--- config.mk ---
export PLATFORM = sky130hd
export DESIGN_NAME = dram_ctl
export DESIGN_NICKNAME = d
export VERILOG_FILES = /design/src/rtl/dram_ctl_pkg.sv /design/src/rtl/dram_age_timer.sv /design/src/rtl/dram_refresh.sv /design/src/rtl/dram_seq.sv /design/src/rtl/dram_ctl.sv
export SDC_FILE = /design/constraint.sdc
export NUM_CORES = 1
export LEC_CHECK = 0
export BUFFER_PORTS_ARGS = -buffer_cell sky130_fd_sc_hd__buf_4
export CAP_MARGIN = 20
export CORE_AREA = 2 2 89 83
export CTS_CLUSTER_DIAMETER = 40
export CTS_CLUSTER_SIZE = 16
export DETAILED_ROUTE_END_ITERATION = 10
export DIE_AREA = 0 0 91 85
export GPL_ROUTABILITY_DRIVEN = 1
export PLACE_DENSITY = 0.75
export SLEW_MARGIN = 10
export SYNTH_ARGS = -nofsm -noshare
export SYNTH_HDL_FRONTEND = slang
export SYNTH_HIERARCHICAL = 1
export SYNTH_SLANG_ARGS = --single-unit
--- constraint.sdc ---
create_clock -name clk -period 3.11 [get_ports clk]
set_clock_uncertainty 0.2 [all_clocks]
set_input_delay 0.1555 -clock clk [delete_from_list [all_inputs] [get_ports clk]]
set_output_delay 0.1555 -clock clk [all_outputs]
set_load 0.1 [all_outputs]
--- src/rtl/dram_ctl_pkg.sv ---
package dram_ctl_pkg;

  typedef enum logic [2:0] {
    ST_IDLE,
    ST_ROW,
    ST_OPEN,
    ST_WSETUP,
    ST_COL,
    ST_REFRESH
  } seq_state_e;

  localparam int AGE_ROW = 0;  // since row strobe fell
  localparam int AGE_PRE = 1;  // since row strobe rose
  localparam int AGE_COL = 2;  // since column strobe fell
  localparam int N_AGES  = 3;

  function automatic int imax(input int a, input int b);
    return (a > b) ? a : b;
  endfunction

endpackage

--- src/rtl/dram_age_timer.sv ---
module dram_age_timer #(
  parameter int MAX_AGE = 15,
  localparam int AW = $clog2(MAX_AGE + 1)
) (
  input  logic          clk,
  input  logic          rst_n,
  input  logic          restart,
  output logic [AW-1:0] age
);

  localparam logic [AW-1:0] SAT = AW'(MAX_AGE);

  logic [AW-1:0] age_d;

  always_comb begin
    if (restart)          age_d = '0;
    else if (age != SAT)  age_d = age + 1'b1;
    else                  age_d = age;
  end

  always_ff @(posedge clk or negedge rst_n) begin
    if (!rst_n) age <= SAT;
    else        age <= age_d;
  end

endmodule

--- src/rtl/dram_refresh.sv ---
module dram_refresh #(
  parameter int REF_GAP = 3906,
  parameter int ROW_W   = 11
) (
  input  logic             clk,
  input  logic             rst_n,
  input  logic             ref_done,
  output logic             ref_pend,
  output logic [ROW_W-1:0] ref_row
);

  localparam int CW = $clog2(REF_GAP + 1);
  localparam logic [CW-1:0] LAST = CW'(REF_GAP - 1);

  logic [CW-1:0]    slot_q, slot_d;
  logic             tick;
  logic             pend_d;
  logic [ROW_W-1:0] row_d;

  always_comb begin
    tick   = (slot_q == LAST);
    slot_d = tick ? '0 : slot_q + 1'b1;
    pend_d = tick | (ref_pend & ~ref_done);
    row_d  = ref_done ? ref_row + 1'b1 : ref_row;
  end

  always_ff @(posedge clk or negedge rst_n) begin
    if (!rst_n) begin
      slot_q   <= '0;
      ref_pend <= 1'b0;
      ref_row  <= '0;
    end else begin
      slot_q   <= slot_d;
      ref_pend <= pend_d;
      if (ref_done) ref_row <= row_d;
    end
  end

endmodule

--- src/rtl/dram_seq.sv ---
module dram_seq
  import dram_ctl_pkg::*;
#(
  parameter int ROW_W      = 11,
  parameter int DQ_W       = 1,
  parameter int AW         = 4,
  parameter int ROWCYC     = 14,
  parameter int ROWACT_MIN = 8,
  parameter int PRECHG     = 6,
  parameter int ROW2COL    = 3,
  parameter int ROW_ACC    = 8,
  parameter int COL_ACC    = 2,
  parameter int COL_CYC    = 5
) (
  input  logic                     clk,
  input  logic                     rst_n,
  input  logic                     req_valid,
  input  logic                     req_write,
  input  logic [ROW_W-1:0]         req_row,
  input  logic [ROW_W-1:0]         req_col,
  input  logic [DQ_W-1:0]          req_wdata,
  output logic                     req_ready,
  output logic [DQ_W-1:0]          rsp_rdata,
  input  logic                     ref_pend,
  input  logic [ROW_W-1:0]         ref_row,
  output logic                     ref_done,
  input  logic [N_AGES-1:0][AW-1:0] ages,
  output logic [N_AGES-1:0]        restart,
  output logic [ROW_W-1:0]         mem_addr,
  output logic                     row_stb_n,
  output logic                     col_stb_n,
  output logic                     wr_en_n,
  output logic                     mem_dout_en,
  output logic [DQ_W-1:0]          mem_dout,
  input  logic [DQ_W-1:0]          mem_din
);

  localparam logic [AW-1:0] LIM_RC  = AW'(ROWCYC - 1);
  localparam logic [AW-1:0] LIM_ACT = AW'(ROWACT_MIN - 1);
  localparam logic [AW-1:0] LIM_PRE = AW'(PRECHG - 1);
  localparam logic [AW-1:0] LIM_RCD = AW'(ROW2COL - 1);
  localparam logic [AW-1:0] LIM_RAC = AW'(ROW_ACC - 1);
  localparam logic [AW-1:0] LIM_CAC = AW'(COL_ACC - 1);
  localparam logic [AW-1:0] LIM_PC  = AW'(COL_CYC - 1);

  seq_state_e       state_q, state_d;
  logic [ROW_W-1:0] row_q, col_q;
  logic             wr_q;
  logic [DQ_W-1:0]  wdata_q, rdata_q;
  logic             rdy_q;

  logic start_ok, act_ok, rcd_ok, page_ok, cac_ok, rac_ok;
  logic row_hit, col_done, row_ld, col_ld, rd_cap;

  always_comb begin
    start_ok = (ages[AGE_ROW] >= LIM_RC) && (ages[AGE_PRE] >= LIM_PRE);
    act_ok   = ages[AGE_ROW] >= LIM_ACT;
    rcd_ok   = ages[AGE_ROW] >= LIM_RCD;
    rac_ok   = ages[AGE_ROW] >= LIM_RAC;
    cac_ok   = ages[AGE_COL] >= LIM_CAC;
    page_ok  = ages[AGE_COL] >= LIM_PC;
    row_hit  = (req_row == row_q);
    col_done = cac_ok && (wr_q || rac_ok);
  end

  // next-state
  always_comb begin
    state_d = state_q;
    unique case (state_q)
      ST_IDLE: begin
        if (start_ok) begin
          if (ref_pend)       state_d = ST_REFRESH;
          else if (req_valid) state_d = ST_ROW;
        end
      end
      ST_ROW:    if (rcd_ok) state_d = req_write ? ST_WSETUP : ST_COL;
      ST_OPEN: begin
        if (ref_pend || (req_valid && !row_hit)) begin
          if (act_ok) state_d = ST_IDLE;
        end else if (req_valid && page_ok) begin
          state_d = req_write ? ST_WSETUP : ST_COL;
        end
      end
      ST_WSETUP:  state_d = ST_COL;
      ST_COL:     if (col_done) state_d = ST_OPEN;
      ST_REFRESH: if (act_ok) state_d = ST_IDLE;
      default:    state_d = ST_IDLE;
    endcase
  end

  always_comb begin
    row_ld   = (state_q == ST_IDLE) && (state_d == ST_ROW);
    col_ld   = ((state_d == ST_WSETUP) || (state_d == ST_COL)) &&
               ((state_q == ST_ROW) || (state_q == ST_OPEN));
    rd_cap   = (state_q == ST_COL) && col_done && !wr_q;
    ref_done = (state_q == ST_REFRESH) && act_ok;
    restart[AGE_ROW] = (state_q == ST_IDLE) &&
                       ((state_d == ST_ROW) || (state_d == ST_REFRESH));
    restart[AGE_PRE] = (state_q != ST_IDLE) && (state_d == ST_IDLE);
    restart[AGE_COL] = (state_q != ST_COL) && (state_d == ST_COL);
  end

  // registers
  always_ff @(posedge clk or negedge rst_n) begin
    if (!rst_n) begin
      state_q <= ST_IDLE;
      row_q   <= '0;
      col_q   <= '0;
      wr_q    <= 1'b0;
      wdata_q <= '0;
      rdata_q <= '0;
      rdy_q   <= 1'b0;
    end else begin
      state_q <= state_d;
      rdy_q   <= (state_q == ST_COL) && col_done;
      if (row_ld) row_q <= req_row;
      if (col_ld) begin
        col_q   <= req_col;
        wr_q    <= req_write;
        wdata_q <= req_wdata;
      end
      if (rd_cap) rdata_q <= mem_din;
    end
  end

  // pin decode
  always_comb begin
    unique case (state_q)
      ST_ROW:     mem_addr = row_q;
      ST_REFRESH: mem_addr = ref_row;
      default:    mem_addr = col_q;
    endcase
    row_stb_n   = (state_q == ST_IDLE);
    col_stb_n   = (state_q != ST_COL);
    wr_en_n     = !((state_q == ST_WSETUP) || ((state_q == ST_COL) && wr_q));
    mem_dout_en = !wr_en_n;
    mem_dout    = wdata_q;
    req_ready   = rdy_q;
    rsp_rdata   = rdata_q;
  end

endmodule

--- src/rtl/dram_ctl.sv ---
module dram_ctl
  import dram_ctl_pkg::*;
#(
  parameter int ROW_W      = 11,
  parameter int DQ_W       = 1,
  parameter int ROWCYC     = 14,
  parameter int ROWACT_MIN = 8,
  parameter int PRECHG     = 6,
  parameter int ROW2COL    = 3,
  parameter int ROW_ACC    = 8,
  parameter int COL_ACC    = 2,
  parameter int COL_CYC    = 5,
  parameter int REF_GAP    = 3906,
  localparam int ADDR_W    = 2 * ROW_W
) (
  input  logic              clk,
  input  logic              rst_n,
  input  logic              req_valid,
  input  logic              req_write,
  input  logic [ADDR_W-1:0] req_addr,
  input  logic [DQ_W-1:0]   req_wdata,
  output logic              req_ready,
  output logic [DQ_W-1:0]   rsp_rdata,
  output logic [ROW_W-1:0]  mem_addr,
  output logic              row_stb_n,
  output logic              col_stb_n,
  output logic              wr_en_n,
  output logic              mem_dout_en,
  output logic [DQ_W-1:0]   mem_dout,
  input  logic [DQ_W-1:0]   mem_din
);

  localparam int AGE_MAX = imax(imax(imax(ROWCYC, ROWACT_MIN), imax(PRECHG, ROW2COL)),
                                imax(imax(ROW_ACC, COL_ACC), COL_CYC));
  localparam int AW = $clog2(AGE_MAX + 1);

  logic [1:0]                sync_q;
  logic                      srst_n;
  logic [N_AGES-1:0]         restart;
  logic [N_AGES-1:0][AW-1:0] ages;
  logic                      ref_pend, ref_done;
  logic [ROW_W-1:0]          ref_row;

  // reset: asserted at once, released on a clock edge
  always_ff @(posedge clk or negedge rst_n) begin
    if (!rst_n) sync_q <= 2'b00;
    else        sync_q <= {sync_q[0], 1'b1};
  end
  assign srst_n = sync_q[1];

  for (genvar g = 0; g < N_AGES; g++) begin : g_age
    dram_age_timer #(.MAX_AGE(AGE_MAX)) u_age (
      .clk     (clk),
      .rst_n   (srst_n),
      .restart (restart[g]),
      .age     (ages[g])
    );
  end

  dram_refresh #(.REF_GAP(REF_GAP), .ROW_W(ROW_W)) u_refresh (
    .clk      (clk),
    .rst_n    (srst_n),
    .ref_done (ref_done),
    .ref_pend (ref_pend),
    .ref_row  (ref_row)
  );

  dram_seq #(
    .ROW_W(ROW_W), .DQ_W(DQ_W), .AW(AW),
    .ROWCYC(ROWCYC), .ROWACT_MIN(ROWACT_MIN), .PRECHG(PRECHG),
    .ROW2COL(ROW2COL), .ROW_ACC(ROW_ACC), .COL_ACC(COL_ACC), .COL_CYC(COL_CYC)
  ) u_seq (
    .clk         (clk),
    .rst_n       (srst_n),
    .req_valid   (req_valid),
    .req_write   (req_write),
    .req_row     (req_addr[ADDR_W-1 -: ROW_W]),
    .req_col     (req_addr[ROW_W-1:0]),
    .req_wdata   (req_wdata),
    .req_ready   (req_ready),
    .rsp_rdata   (rsp_rdata),
    .ref_pend    (ref_pend),
    .ref_row     (ref_row),
    .ref_done    (ref_done),
    .ages        (ages),
    .restart     (restart),
    .mem_addr    (mem_addr),
    .row_stb_n   (row_stb_n),
    .col_stb_n   (col_stb_n),
    .wr_en_n     (wr_en_n),
    .mem_dout_en (mem_dout_en),
    .mem_dout    (mem_dout),
    .mem_din     (mem_din)
  );

endmodule

==> results by stage, run 1 <==
Final layout:
- The number of diodes is 0.
- The fraction of layout instances using a drive strength above 1 is 30.4%.
- In the layout the commonest cells are 57 x sky130_fd_sc_hd__dfrtp_1, 53 x sky130_fd_sc_hd__buf_4, 28 x sky130_fd_sc_hd__dlygate4sd3_1.
- The final net count is 450.
- The most common library cell in the layout ignoring fill and taps is sky130_fd_sc_hd__dfrtp_1.
- The finished layout cell area is 4590 um2.
- From synthesis to final layout, the design area changed by 26.0%.
- The post-route non-filler standard cell count is 511.
- After filler insertion, the fill cell instance count of the layout stands at 522.

Route:
- The first detailed-routing pass took 4 iterations.
- Summing over every cut layer, the via total after detailed routing is 2,804.
- The remaining number of nets flagged by the antenna check after routing is 0.
- The violation count after the first detailed-routing iteration is 163.
- After detailed routing, the average wire length per cell comes to 15.2 um.
- Dividing the detail-routed via count by the number of cells gives 5.49.
- The count of unresolved DRC violations after routing is 0.
- For this block, the routed nets add up to 7.78 mm of wire.

Global route:
- The initial antenna violation count is 0.
- The remaining global-route overflow is 0.
- The wire length of the first global-routing pass is 13.1 mm.
- The number of global-route vias before repair is 2,773.
- The maximum number of pins on one net before global-route repair is 31.
- For this run, the total global-route usage over all layers was measured as 21.4%.

Pwr:
- The combinational power share is 53.6%.
- The sequential fraction of design power is 30.8%.
- The internal power is 2560 uW.
- The part of the power in the clock network is 15.6%.
- The worst voltage drop across the vdd grid is 0.674 mV.
- The power per cell area is 1090 nW/um2.
- Net switching is 48.7% of the power.
- The power spent charging and discharging nets is 2430 uW.
- For this design the static power due to leakage is 0.00204 uW.

Worst setup path:
- Data on the critical path is required at its endpoint by 3140 ps.
- STA puts the critical path data arrival time at 2920 ps.
- The worst-case reg-to-reg path depth is 8.
- The register-to-register setup slack is 260 ps.
- The worst setup path is launched from an input port.
- The worst register-to-register path begins at g_age[0].u_age/age[1]$_DFFE_PN1P_.
- The setup path with the least slack is of type in -> reg.
- Of all nets on the critical path, the largest fanout is 12.
- The reg-to-reg critical path endpoint is u_seq/col_q[1]$_DFFE_PN0P_.
- STA classifies the critical path endpoint as a flip-flop.

Yosys:
- The number of flip-flops and latches in the synthesized netlist is 67.
- The synthesized netlist occupies a cell area of 3640 um2.
- The synthesized area divided by synthesized cell count is 11.0 um2.
- Of all flip-flops after synthesis, the portion carrying an async set or reset was 100%.
- Counting flops with a built-in enable in the synthesized netlist gives 0.
- The count of distinct cell types in the synthesized netlist is 55.
- Synthesis produced 331 cells.
- The net count after synthesis is 368.
- For this run, the number of Yosys warnings is 6.
- Among all flip-flop cells after synthesis, the most frequent one is sky130_fd_sc_hd__dfrtp_1.
- For this run, the register share of the synthesized area comes to 46.4%.

Clock network:
- The maximum buffer depth of the clock tree is 2.
- The TritonCTS clock tree is done.
- CTS built an H-tree with a depth of 3.
- Post-CTS timing repair inserted 0 buffers for setup.
- The source-to-sink clock delay at the later pin of the worst-skew pair is 350 ps.
- Counting every sink on the clock net gives 67.
- Clock tree synthesis inserted a total of 9 buffers.
- In this run the clock root is driven by a sky130_fd_sc_hd__clkbuf_8.
- The register clock-pin slew on the reported worst setup and hold paths is 70 ps.

Place:
- Counting tap cells, the placed design contains a total of 467 instances.
- Routability-driven placement finished with a final weighted congestion of 0.816.
- The placement-stage worst setup slack is 254 ps.
- The placed instances occupy a cell area of 4090 um2.
- Detailed placement finished with a half-perimeter wire length of 5.50 mm.
- In this run the tool buffered the top-level ports with 45 buffer cells.

Floorplan:
- The total number of placement rows is 29.
- 46 I/O pins were placed.
- The initial utilization of the core area, before any placement, comes to 53.4%.
- The die span in x is 91 um.
- The die is 85 um tall.
- The die footprint is 7740 um2.
- The core box area is 6820 um2.

Timing:
- Summed over all failing endpoints, the final setup total negative slack is 0 ps.
- The final critical path takes up 92.8% of the cycle.
- Derived from the worst setup path, the maximum achievable clock frequency is 0.346 GHz.
- The worst slew margin relative to its limit is 56.2%.
- Setup repair after global routing left no endpoint under its margin.
- The clock period could shrink to 2890 ps.
- For the pin with the worst max-slew slack, the measured transition is 657 ps.
- Across all hold checks on the routed design, the worst slack comes to 102 ps.
- The final count of pins violating max slew is 0.
- The hold violation count in the final report is 0.
- The final setup violation count is 0.
- Across all setup checks in the final design, the least slack found is 223 ps.

Min path:
- The class of the worst hold path is reg -> async.

Outcome:
- The run finished with clean final reports.

Run:
- Max-cap violations in this run came to 0.
## synth_stat cells (9+ instances only)
cell | n | area (um2)
sky130_fd_sc_hd__dfrtp_1 | 58 | 1450
sky130_fd_sc_hd__nand2_1 | 23 | 86.3
sky130_fd_sc_hd__xor2_1 | 19 | 166
sky130_fd_sc_hd__inv_1 | 17 | 63.8
sky130_fd_sc_hd__o21ai_0 | 17 | 85.1
sky130_fd_sc_hd__mux2_2 | 15 | 169
sky130_fd_sc_hd__nand4_1 | 15 | 93.8
sky130_fd_sc_hd__a21oi_1 | 13 | 65.1
sky130_fd_sc_hd__nor2_1 | 12 | 45.0
sky130_fd_sc_hd__mux2i_1 | 11 | 110
sky130_fd_sc_hd__mux2_4 | 10 | 150
sky130_fd_sc_hd__dfstp_2 | 9 | 236
sky130_fd_sc_hd__ha_1 | 9 | 113
sky130_fd_sc_hd__nand3_1 | 9 | 45.0
## cells by family (layout without fill, tap and decap cells)
logic type	Yosys count	count (layout)	synth area share, %
buf+inv	27	114	3.68
xor+xnor	27	27	6.49
simple gates	95	95	14.5
fa+ha+maj	9	9	3.09
other cells	1	1	0.103
flops	67	67	46.4
mux	36	36	11.8
compound gates	69	69	14.0
## registers in the layout (all words and copies together) (netlist names)
signal              cells
g_age.u_age/age        12
sync_q                  2
u_refresh/ref_pend      1
u_refresh/ref_row      11
u_refresh/slot_q       12
u_seq/col_q            11
u_seq/mem_dout          1
u_seq/req_ready         1
u_seq/row_q            11
u_seq/rsp_rdata         1
u_seq/state_q           3
u_seq/wr_q              1
## final cells by class
type / instances / area (um2) / share of cell area, %
Timing Repair Buffer: 81 / 678 / 14.8
Tap cell: 93 / 116 / 2.54
Clock buffer: 9 / 124 / 2.70
Clock inverter: 7 / 92.6 / 2.02
Multi-Input combinational cell: 237 / 1830 / 39.8
Sequential cell: 67 / 1690 / 36.8
Inverter: 17 / 63.8 / 1.39
## metal layers
layer | vias up | GRT usage [%] | routed length, um | share of wire (%)
li1 | 1375 | - | - | -
met1 | 1369 | 27.7 | 3440 | 44
met2 | 50 | 35.6 | 3940 | 51
met3 | 10 | 5.42 | 294 | 3.8
met4 | 0 | 6.75 | 108 | 1.4
met5 | - | 0 | 0 | 0
## through the flow
| step | power, uW | util [%] |
|---|---|---|
| 2_1_floorplan | 3690 | - |
| 3_3_place_gp | 4110 | 59.9 |
| 3_5_place_dp | 4190 | 59.9 |
| 4_1_cts | 5010 | 67.2 |
| 5_1_grt | 5270 | 67.3 |
| 6_report | 4990 | 67.3 |
## worst max-delay path by stage
| stage | from | to | slack (ps) | cells after the start |
|---|---|---|---|---|
| after floorplan | u_seq/state_q[2]$_DFF_PN0_ | mem_addr[0] | 210 | 4 |
| after global placement | u_seq/row_q[5]$_DFFE_PN0P_ | u_seq/col_q[0]$_DFFE_PN0P_ | 320 | 7 |
| after detailed placement | u_seq/row_q[8]$_DFFE_PN0P_ | u_seq/col_q[1]$_DFFE_PN0P_ | 250 | 8 |
| after CTS | req_addr[16] | u_seq/col_q[1]$_DFFE_PN0P_ | 190 | 10 |
| after global routing | g_age[0].u_age/age[1]$_DFFE_PN1P_ | u_seq/col_q[0]$_DFFE_PN0P_ | 90 | 8 |
| final | req_addr[21] | u_seq/col_q[1]$_DFFE_PN0P_ | 220 | 10 |
## critical path: stages
cell and delay, ps:
sky130_fd_sc_hd__dlygate4sd3_1 540, sky130_fd_sc_hd__buf_4 140, sky130_fd_sc_hd__xor2_1 170, sky130_fd_sc_hd__nor4_1 420, sky130_fd_sc_hd__nand4_1 210, sky130_fd_sc_hd__nor2_1 210
sky130_fd_sc_hd__nor3b_2 100, sky130_fd_sc_hd__a2111oi_4 310, sky130_fd_sc_hd__buf_4 300, sky130_fd_sc_hd__mux2_2 360
## power groups by stage
stage / Sequential (uW) / Combinational [uW] / Clock [uW]
6_report: 1540 / 2670 / 778
3_5_place_dp: 1550 / 2640 / 0
3_3_place_gp: 1530 / 2580 / 0
2_1_floorplan: 1560 / 2140 / 0
4_1_cts: 1530 / 2670 / 803
5_1_grt: 1590 / 2840 / 837
## what timing repair did
| action | in CTS | in global routing |
|---|---|---|
| endpoints found under the setup margin | 0 | 12 |
| gates resized for setup | 0 | 1 |
| hold buffers | 28 | 0 |
| endpoints found under the hold margin | 31 | 0 |
No activity file was read; power rests on OpenSTA's default activity.
==> run 2: changes to the inputs <==
--- a/config.mk
+++ b/config.mk
@@ -7,11 +7,10 @@
 export LEC_CHECK = 0
 export BUFFER_PORTS_ARGS = -buffer_cell sky130_fd_sc_hd__buf_4
 export CAP_MARGIN = 20
-export CORE_AREA = 2 2 89 83
+export CORE_AREA = 3 3 90 84
 export CTS_CLUSTER_DIAMETER = 40
-export CTS_CLUSTER_SIZE = 16
 export DETAILED_ROUTE_END_ITERATION = 10
-export DIE_AREA = 0 0 91 85
+export DIE_AREA = 0 0 93 87
 export GPL_ROUTABILITY_DRIVEN = 1
 export PLACE_DENSITY = 0.75
 export SLEW_MARGIN = 10
==> results by stage, run 2 (same netlist as run 1, synthesis figures left out) <==
Clock network:
- The total of hold buffers inserted after clock tree synthesis is 28 (unchanged).
- The maximum level of the CTS H-tree is 3 (unchanged).
- The clock net sink count came to 67 (unchanged).
- The CTS buffer count is 9 (unchanged).
- The master cell of the clock root buffer is sky130_fd_sc_hd__clkbuf_8.
- The source-to-sink clock delay at the later pin of the worst-skew pair is 360 ps (about the same).
- The maximum buffer depth of the clock tree is 2 (unchanged).
- The number of buffers added for setup after CTS was 0 (unchanged).
- The number of gates given a new drive strength after cts was 0 (unchanged).
- The TritonCTS clock tree is done.
- The register clock-pin slew on the reported worst setup and hold paths is 70 ps (about the same).

Final layout:
- In the layout the commonest cells are 57 x sky130_fd_sc_hd__dfrtp_1, 53 x sky130_fd_sc_hd__buf_4, 28 x sky130_fd_sc_hd__dlygate4sd3_1.
- The library cell used most frequently in the layout, excluding fill and tap cells, is sky130_fd_sc_hd__dfrtp_1.
- The number of diodes is 0 (unchanged).
- The final net count was 450 (unchanged).
- The largest registers in the layout are g_age.u_age/age x12, u_refresh/slot_q x12.
- The post-route non-filler standard cell count is 508 (-0.59%).
- The fraction of layout instances using a drive strength above 1 is 29.4% (-0.96 points).
- From synthesis to final layout, the design area changed by 25.3%.
- The finished layout cell area is 4560 um2 (-0.63%).

Floorplan:
- The die footprint is 8090 um2 (+4.6%).
- The number of top-level pins was 46 (unchanged).
- The total number of placement rows is 28 (-3.4%).
- The die height was 87 um (+2.4%).
- The initial cell density of the core is 55.3% (+1.9 points).
- The core box area came to 6590 um2 (-3.4%).
- The die span in x is 93 um (+2.2%).

Run:
- The number of max-capacitance violations reported came to 0 (unchanged).

Global route:
- The remaining global-route overflow is 0 (unchanged).
- The overall fraction of global-route tracks in use is 21.2% (-0.22 points).
- The initial antenna violation count is 0 (unchanged).
- The maximum number of pins on one net before global-route repair is 28 (-9.7%).
- The number of global-route vias before repair was 2,787 (+0.50%).
- The wire length of the first global-routing pass is 13.3 mm (+1.5%).

Worst setup path:
- The required time at the worst-slack endpoint is 3150 ps (about the same).
- The kind of end point of the critical path is a flip-flop.
- The setup path with the least slack is of type in -> reg.
- The worst endpoint data arrival time is 3070 ps (+150 ps).
- The kind of start point of the critical path is an input port.
- The critical-path maximum fanout is 12 (unchanged).

Pwr:
- The total power draw is 4950 uW (-0.82%).
- The part of the power in the clock network is 14.8% (-0.8 points).
- The combinational power share is 54.1% (+0.5 points).
- The static power due to leakage is 0.00204 uW (about the same).
- The worst voltage drop across the vdd grid is 0.622 mV (-7.8%).
- The sequential fraction of design power was 31.1% (+0.3 points).
- The power spent charging and discharging nets was 2430 uW (-0.20%).
- The power per cell area is 1090 nW/um2 (-0.19%).
- The internal power was 2520 uW (-1.4%).
- The proportion of total power due to net switching is 49.0% (+0.30 points).

Timing:
- The final clock period utilization by the worst path is 97.5% (+4.7 points).
- The final critical delay including setup and external delays is 3030 ps (+146 ps).
- The final setup violation count was 0 (unchanged).
- The highest achievable clock rate is 0.330 GHz (-4.8%).
- Setup repair after global routing left no endpoint under its margin.
- The final count of pins violating max slew is 0 (unchanged).
- The slew at the pin closest to its max-slew limit was 615 ps (-42.3 ps).
- The setup slack of the critical path after layout is 76.2 ps (-146 ps).
- The summed negative setup slack over all endpoints is 0 ps (unchanged).
- The worst slew margin relative to its limit is 58.6% (+2.4 points).
- The hold violation count in the final report is 0 (unchanged).

Route:
- The vias after detailed routing came to 2,819 (+0.53%).
- The count of unresolved DRC violations after routing is 0 (unchanged).
- The remaining number of nets flagged by the antenna check after routing is 0 (unchanged).
- The via-per-instance ratio was 5.55 (+1.1%).
- The sum of routed wire length over all layers is 8.06 mm (+3.7%).
- The iteration count of the initial detailed-routing pass is 4 (unchanged).
- The violation count after the first detailed-routing iteration was 132 (-19%).
- The routed wirelength normalized by instance count is 15.9 um (+4.3%).

Place:
- The post-DP HPWL was 5.54 mm (+0.86%).
- The number of instances in the placed design is 464 (-0.64%).
- The routability congestion estimate from global placement was 0.856 (+4.9%).
- The placement-stage worst setup slack was 248 ps (-6.01 ps).
- The number of port buffers is 45 (unchanged).
- The placed standard-cell area came to 4080 um2 (about the same).

Min path:
- In this run the worst hold path is classified as reg -> async.

Outcome:
- The run finished with clean final reports.
==> run 2: changes by cell type in the layout (fill, tap and decap cells not counted), sizes merged <==
cell | before | now
clkbuf | 9 | 14
clkinvlp | 3 | 0
bufinv | 2 | 1
clkinv | 2 | 1
==> run 2: layout make-up <==
cell class | count | area, um2
fillers | 492 | 2030
multi-input cells | 237 | 1820
flip-flops and latches | 67 | 1690
repair buffers | 81 | 678
clock buffers | 14 | 163
well taps | 90 | 113
inverters | 17 | 63.8
clock inverters | 2 | 35.0
==> run 2: path summary, 6_finish.rpt <==
check	depth (start not counted)	endpoint	start	slack (ps)
max reg2reg	7	u_seq/col_q[1]$_DFFE_PN0P_	u_seq/row_q[5]$_DFFE_PN0P_	120
min reg2reg	0	u_refresh/slot_q[2]$_DFF_PN0_	sync_q[1]$_DFF_PN0_	60
min	0	u_refresh/slot_q[2]$_DFF_PN0_	sync_q[1]$_DFF_PN0_	60
max	9	u_seq/col_q[1]$_DFFE_PN0P_	req_addr[16]	80
min in group clk	0	sync_q[1]$_DFF_PN0_	sync_q[0]$_DFF_PN0_	160
max in group asynchronous	1	g_age[1].u_age/age[1]$_DFFE_PN1P_	sync_q[1]$_DFF_PN0_	1890
==> run 2: per-layer routing <==
metal	up-vias	global-route usage [%]	wire, um	share of wire [%]
li1	1372	-	-	-
met1	1364	28.6	3870	48
met2	74	33.6	3700	46
met3	9	6.14	410	5.1
met4	0	5.59	88	1.1
met5	-	0	0	0
==> run 2: critical path, stage by stage <==
cell                            delay [ps]
sky130_fd_sc_hd__dlygate4sd3_1         540
sky130_fd_sc_hd__buf_4                 140
sky130_fd_sc_hd__xor2_1                130
sky130_fd_sc_hd__nor4_1                570
sky130_fd_sc_hd__nand4_1               250
sky130_fd_sc_hd__o221a_2               330
sky130_fd_sc_hd__a2111oi_4             290
sky130_fd_sc_hd__buf_4                 290
sky130_fd_sc_hd__mux2_2                360
==> run 2: stage by stage <==
stage               utilization, %  hold WS [ps]
finish                        69.2          63.5
global route                  69.2           139
CTS                           69.2           100
detailed placement            62.0          -259
global placement              62.0          -262
floorplan                        -          -340
==> run 2: power by group through the flow <==
stage | logic, uW | clock network (uW) | registers, uW
after floorplan | 2140 | 0 | 1560
after global placement | 2590 | 0 | 1520
after detailed placement | 2630 | 0 | 1540
after CTS | 2670 | 751 | 1530
after global routing | 2830 | 787 | 1590
final | 2680 | 731 | 1540
